[config.mk]
export PLATFORM = sky130hd
export DESIGN_NAME = usb_susp_ctrl
export DESIGN_NICKNAME = d
export VERILOG_FILES = /design/src/rtl/usb_susp_pkg.sv /design/src/rtl/susp_tick_ctr.sv /design/src/rtl/susp_wake_gate.sv /design/src/rtl/usb_susp_ctrl.sv
export SDC_FILE = /design/constraint.sdc
export NUM_CORES = 1
export LEC_CHECK = 0
export BUFFER_PORTS_ARGS = -buffer_cell sky130_fd_sc_hd__buf_2
export CORE_MARGIN = 4
export CORE_UTILIZATION = 35
export CTS_BUF_LIST = sky130_fd_sc_hd__clkbuf_4
export DETAILED_ROUTE_END_ITERATION = 12
export GPL_TIMING_DRIVEN = 0
export PLACE_DENSITY = 0.62
export SLEW_MARGIN = 20
export SYNTH_ARGS = -nofsm -noshare
export SYNTH_HDL_FRONTEND = slang
export SYNTH_SLANG_ARGS = --single-unit
[constraint.sdc]
create_clock -name clk -period 6.4 [get_ports clk]
set_input_delay 0.96 -clock clk [delete_from_list [all_inputs] [get_ports clk]]
set_output_delay 0.96 -clock clk [all_outputs]
set_load 0.02 [all_outputs]
[src/rtl/usb_susp_pkg.sv]
package usb_susp_pkg;

  typedef enum logic [2:0] {
    ST_ACTIVE  = 3'd0,
    ST_REVERT  = 3'd1,
    ST_SUSPEND = 3'd2,
    ST_WAKE    = 3'd3,
    ST_RESUME  = 3'd4
  } susp_st_t;

  localparam logic [1:0] LS_SE0 = 2'b00;
  localparam logic [1:0] LS_J   = 2'b01;
  localparam logic [1:0] LS_K   = 2'b10;

  // True when a counter at value cnt, advanced once more, reaches lim.
  function automatic logic last_tick(input int unsigned cnt, input int unsigned lim);
    return (cnt + 1) == lim;
  endfunction

  function automatic int unsigned cnt_width(input int unsigned max_val);
    return $clog2(max_val + 1) + 1;
  endfunction

endpackage

[src/rtl/susp_tick_ctr.sv]
module susp_tick_ctr #(
  parameter int W = 8
) (
  input  logic         clk,
  input  logic         rst_n,
  input  logic         clr,
  input  logic         adv,
  output logic [W-1:0] cnt
);
  always_ff @(posedge clk) begin
    if (!rst_n)                   cnt <= '0;
    else if (clr)                 cnt <= '0;
    else if (adv && cnt != '1)    cnt <= cnt + 1'b1;
  end
endmodule

[src/rtl/susp_wake_gate.sv]
module susp_wake_gate (
  input  logic clk,
  input  logic rst_n,
  input  logic armed,
  input  logic en,
  input  logic req,
  input  logic window_ok,
  output logic go
);
  logic pend;

  assign go = armed && en && (pend || req) && window_ok;

  always_ff @(posedge clk) begin
    if (!rst_n) pend <= 1'b0;
    else        pend <= armed && !go && (pend || (en && req));
  end

  p_pend_needs_arm_r9: assert property (@(posedge clk) disable iff (!rst_n)
    pend |-> $past(armed));
endmodule

[src/rtl/usb_susp_ctrl.sv]
module usb_susp_ctrl
  import usb_susp_pkg::*;
#(
  parameter int unsigned IDLE_SUSP_US  = 3000,
  parameter int unsigned REVERT_US     = 3060,
  parameter int unsigned SAMPLE_US     = 500,
  parameter int unsigned RWAKE_IDLE_US = 5000,
  parameter int unsigned HOLD_US       = 2000,
  parameter int unsigned EOR_US        = 2
) (
  input  logic       clk,
  input  logic       rst_n,
  input  logic       us_tick,
  input  logic [1:0] line_state,
  input  logic       hs_mode,
  input  logic       rwake_en,
  input  logic       wake_req,
  output logic       suspended,
  output logic       hs_remembered,
  output logic       drive_k,
  output logic       hs_term_en,
  output logic       fs_pullup_en,
  output logic       reset_handoff
);
  localparam int unsigned IW = cnt_width(RWAKE_IDLE_US + REVERT_US + 2);
  localparam int unsigned PMAX = (HOLD_US > SAMPLE_US) ? HOLD_US : SAMPLE_US;
  localparam int unsigned PW = cnt_width(PMAX + EOR_US);

  susp_st_t st, st_n;
  logic [IW-1:0] idle_cnt;
  logic [PW-1:0] ph_cnt;
  logic idle_clr, idle_adv, ph_clr, ph_hold;
  logic hs_rem, rem_n, saw_k, sawk_n, ho_q, ho_n;
  logic hs_eff, idle_now, wake_go, wake_armed, window_ok;
  logic is_j, is_k, is_se0;

  assign is_j     = line_state == LS_J;
  assign is_k     = line_state == LS_K;
  assign is_se0   = line_state == LS_SE0;
  assign hs_eff   = hs_mode || hs_rem;
  assign idle_now = hs_eff ? is_se0 : is_j;

  assign wake_armed = (st == ST_SUSPEND) && is_j;
  assign window_ok  = 32'(idle_cnt) >= RWAKE_IDLE_US;

  susp_tick_ctr #(.W(IW)) u_idle (
    .clk(clk), .rst_n(rst_n), .clr(idle_clr), .adv(idle_adv), .cnt(idle_cnt));

  susp_tick_ctr #(.W(PW)) u_phase (
    .clk(clk), .rst_n(rst_n), .clr(ph_clr), .adv(us_tick), .cnt(ph_cnt));

  susp_wake_gate u_wake (
    .clk(clk), .rst_n(rst_n), .armed(wake_armed), .en(rwake_en),
    .req(wake_req), .window_ok(window_ok), .go(wake_go));

  always_comb begin
    st_n = st; idle_clr = 1'b0; idle_adv = 1'b0; ph_hold = 1'b0;
    rem_n = hs_rem; sawk_n = saw_k; ho_n = 1'b0;
    case (st)
      ST_ACTIVE: begin
        if (!idle_now) idle_clr = 1'b1;
        else if (us_tick) begin
          idle_adv = 1'b1;
          if (hs_eff && last_tick(32'(idle_cnt), REVERT_US)) st_n = ST_REVERT;
          else if (!hs_eff && 32'(idle_cnt) == IDLE_SUSP_US) begin
            st_n = ST_SUSPEND; rem_n = 1'b0;
          end
        end
      end
      ST_REVERT: begin
        idle_adv = us_tick;
        if (us_tick && last_tick(32'(ph_cnt), SAMPLE_US)) begin
          if (is_j) begin
            st_n = ST_SUSPEND; rem_n = 1'b1;
          end else begin
            st_n = ST_ACTIVE; idle_clr = 1'b1;
            if (is_se0) begin ho_n = 1'b1; rem_n = 1'b0; end
          end
        end
      end
      ST_SUSPEND: begin
        if (!is_j) begin
          st_n = ST_RESUME; sawk_n = is_k;
        end else begin
          idle_adv = us_tick;
          if (wake_go) st_n = ST_WAKE;
        end
      end
      ST_WAKE: begin
        idle_clr = 1'b1;
        if (us_tick && last_tick(32'(ph_cnt), HOLD_US)) begin
          st_n = ST_RESUME; sawk_n = 1'b1;
        end
      end
      ST_RESUME: begin
        idle_clr = 1'b1;
        ph_hold  = !(is_se0 && saw_k);
        if (is_k) sawk_n = 1'b1;
        else if (is_se0) begin
          if (saw_k) begin
            if (us_tick && last_tick(32'(ph_cnt), EOR_US)) begin
              st_n = ST_ACTIVE; sawk_n = 1'b0;
            end
          end else begin
            st_n = ST_ACTIVE; ho_n = 1'b1; rem_n = 1'b0;
          end
        end
      end
      default: st_n = ST_ACTIVE;
    endcase
    ph_clr = (st_n != st) || ph_hold;
  end

  always_ff @(posedge clk) begin
    if (!rst_n) begin
      st <= ST_ACTIVE; hs_rem <= 1'b0; saw_k <= 1'b0; ho_q <= 1'b0;
    end else begin
      st <= st_n; hs_rem <= rem_n; saw_k <= sawk_n; ho_q <= ho_n;
    end
  end

  assign suspended     = (st == ST_SUSPEND) || (st == ST_WAKE) || (st == ST_RESUME);
  assign hs_remembered = hs_rem;
  assign drive_k       = st == ST_WAKE;
  assign hs_term_en    = (st == ST_ACTIVE) && hs_eff;
  assign fs_pullup_en  = !hs_term_en;
  assign reset_handoff = ho_q;

  // Checker-only tick count of the K drive length.
  logic [PW-1:0] k_ticks;
  always_ff @(posedge clk) begin
    if (!rst_n || !drive_k) k_ticks <= '0;
    else if (us_tick)       k_ticks <= k_ticks + 1'b1;
  end

  p_suspend_from_j_r1: assert property (@(posedge clk) disable iff (!rst_n)
    $rose(suspended) |-> $past(line_state) == LS_J);
  p_handoff_on_se0_r3: assert property (@(posedge clk) disable iff (!rst_n)
    reset_handoff |-> $past(line_state) == LS_SE0);
  p_leave_on_se0_r5: assert property (@(posedge clk) disable iff (!rst_n)
    $fell(suspended) |-> $past(line_state) == LS_SE0);
  p_wake_enabled_r6: assert property (@(posedge clk) disable iff (!rst_n)
    $rose(drive_k) |-> $past(rwake_en) && $past(suspended));
  p_hold_len_r7: assert property (@(posedge clk) disable iff (!rst_n)
    $fell(drive_k) |-> (32'(k_ticks) == HOLD_US) && suspended);
endmodule

==> flow_summary.json <==
{
  "cts_root_buf": "clkbuf_4",
  "slew_viol_final": 0,
  "post_cts_buffers": 0,
  "diodes": 0,
  "gp_congestion": 0.871,
  "cts_hold_buf": 0,
  "via_count": 2303,
  "grt_pass1_vias": 2128,
  "power_frac_seq_pct": 46.9,
  "crit_cells": 4,
  "vias_per_cell": 5.43,
  "worstPathRequired_ps": 5440,
  "clk_latency_ps": 360,
  "dieArea_mm2": 0.00869,
  "worstPathCellList": "clkbuf_1 -> inv_1 -> nor3_1 -> buf_2",
  "cts.sinks": 33,
  "wl_um": 5970,
  "combPwrFrac_pct": 8.0,
  "cp_top_family": "buffers and inverters",
  "path_clk_slew_ps": 120,
  "p_int_mw": 0.342,
  "ys_async_sr_fraction_pct": 0,
  "fin_area_mm2": 0.00283,
  "p_leak_nw": 0.993,
  "yosysWarnings": 0,
  "cts_made_buffers": 5,
  "hold_path.class": "flip-flop to flip-flop",
  "crit_fanout": 9,
  "io_pins": 14,
  "synth-seq-area-share_pct": 26.0,
  "cts_htree_levels": 2,
  "crit_end": "drive_k",
  "pwr-share-clk_pct": 45.1,
  "die_w_um": 93.2,
  "worst_pin_slew_ps": 793,
  "fillers": 733,
  "max_cap_violations": 0,
  "slowest_stage": "nor3_1",
  "grt.total_usage_pct": 14.2,
  "drt-initial-drc-count": 89,
  "overflow": 0,
  "worstRegToRegCells": 9,
  "synth.avg_cell_area_um2": 8.25,
  "cts_tree": "yes",
  "cts_buffer_depth": 2,
  "ys.flop_type": "dfxtp_1",
  "final_nets": 340,
  "synth_fp_nets": 321,
  "grt_pass1_wl_um": 10100,
  "rows": 30,
  "ys_ff_latch": 33,
  "first_pass_iters": 4,
  "cp_num_buf_inv": 3,
  "core_area_mm2": 0.00691,
  "hold_viol": 0,
  "netlist_area_mm2": 0.00254,
  "critPathKind": "flip-flop to primary output",
  "endpoint_kind": "primary output",
  "period_needed_ps": 2840,
  "dp_hpwl_um": 4340,
  "antenna_found_initial": 0,
  "area_growth_pct": 11.1,
  "maxSlewHeadroom_pct": 46.7,
  "power_density_mw_per_mm2": 158,
  "rsz0062_at_grt": "false",
  "postRouteAntennaNets": 0,
  "cp_data_arrival_time_ps": 1880,
  "wl_per_cell_um": 14.1,
  "timing.rr.end": "u_phase.cnt[6]",
  "synth_cell_types": 70,
  "finalSetupViolations": 0,
  "status": "finished clean",
  "period_share_pct": 44.4,
  "initial_utilization_pct": 36.8,
  "numPortBuffers": 12,
  "cp-startpoint": "st[0]",
  "die_h_um": 93.2,
  "fin_cells": 424,
  "drive_gt1_share_pct": 19.8,
  "rrSetupSlack_ps": 3570,
  "critPathLaunchType": "flip-flop",
  "final.setup.tns_ps": 0,
  "synthCells": 308,
  "r2r-start": "u_phase.cnt[0]",
  "drc": 0,
  "grt_max_degree": 12,
  "finClkSkew_ps": 12.4,
  "p_sw_mw": 0.106,
  "synth-edff-count": 0,
  "crit_path_max_incr_delay_ps": 370,
  "max_freq_mhz": 352,
  "place_area_mm2": 0.00272,
  "cts_resized": 0,
  "dp.cells": 416,
  "ir_drop_mv": 0.0896,
  "p_sw_share_pct": 23.7
}
==> worst min-delay path by stage <==
| stage | startpoint | endpoint | slack (ps) | cells past startpoint |
|---|---|---|---|---|
| finish | hs_remembered | hs_remembered | 500 | 2 |
| global route | hs_remembered | hs_remembered | 550 | 2 |
| CTS | hs_remembered | hs_remembered | 510 | 2 |
| detailed placement | hs_remembered | hs_remembered | 490 | 2 |
| global placement | hs_remembered | hs_remembered | 460 | 2 |
| floorplan | u_idle.cnt[9] | u_idle.cnt[9] | 520 | 2 |
==> sequential cells by signal, indices dropped and copies added (netlist names) <==
| register | cells |
|---|---|
| u_wake.pend | 1 |
| st | 3 |
| saw_k | 1 |
| u_idle.cnt | 14 |
| reset_handoff | 1 |
| u_phase.cnt | 12 |
| hs_remembered | 1 |
==> placed cells by master (no fill, tap or decap), drive strengths merged, types with 8 or more instances in the layout <==
master   n
nor3    25
a21oi   12
buf     22
xnor2   15
nor4     8
dfxtp   33
nand3   19
nand4    8
xor2    11
nand2   21
nor2    31
clkbuf  18
==> worst min-delay path, delay by kind of cell (launching register included) <==
kind	cells	cell delay (ps)
flip-flops	1	340
multiplexers	1	60
AND/OR/NAND/NOR	1	60
==> cells in the mapped netlist, types with 5 or more instances <==
cell type	number	share of area [%]
nand2_1	21	3.1
dfxtp_1	33	26
buf_4	5	1.5
o211ai_1	5	1.5
nor4_1	8	2.0
clkbuf_1	7	1.0
nand3_1	18	3.5
ha_1	5	2.5
nor2_1	31	4.6
clkbuf_8	5	2.7
nand4_1	7	1.7
xor2_1	11	3.8
a21oi_1	12	2.4
and3_1	6	1.5
o21ai_0	6	1.2
nor2b_1	7	1.7
nor3_2	10	3.9
nor3_1	14	2.8
inv_1	7	1.0
xnor2_1	15	5.2
mux2i_1	5	2.0
==> power by group through the flow <==
stage | logic (mW) | clock network, mW | registers, mW
global route | 0.0396 | 0.214 | 0.210
CTS | 0.0360 | 0.208 | 0.210
finish | 0.0359 | 0.202 | 0.210
detailed placement | 0.0355 | 0 | 0.214
floorplan | 0.0249 | 0 | 0.214
global placement | 0.0347 | 0 | 0.214
==> stage by stage <==
step	utilization [%]	setup WS (ps)	total power [mW]	hold WS, ps
detailed placement	39.4	3350	0.250	493
finish	40.9	3560	0.448	504
floorplan	-	3360	0.239	516
CTS	40.9	3590	0.454	510
global placement	39.4	3360	0.249	463
global route	40.9	3320	0.464	545
==> layout make-up <==
class,count,area [µm²],share of cell area [%]
multi-input combinational,245,1670,59.2
sequential,33,661,23.4
buffer,23,184,6.51
tap,96,120,4.25
clock inverter,3,65.1,2.30
timing repair buffer,12,60.1,2.13
clock buffer,5,37.5,1.33
inverter,7,26.3,0.930
==> layer usage <==
metal  share of wire, %  routed length [µm]  vias up  GRT usage (%)
li1                   -                   -     1155              -
met1                 49                2950     1082           18.8
met2                 45                2710       53           22.7
met3                3.1                 186       13           2.82
met4                2.1                 128        0           5.49
met5                  0                   0        -              0
==> cell families (layout without fill, tap and decap cells) <==
group,after synthesis,in the layout,synth area share [%]
buffers and inverters,30,50,8.27
XOR/XNOR,26,26,8.96
AO/OA/AOI/OAI,60,60,17.8
multiplexers,5,5,1.97
flip-flops,33,33,26.0
adder cells (fa/ha/maj),5,5,2.46
AND/OR/NAND/NOR,149,149,34.5
No activity file was read; power rests on OpenSTA's default activity.
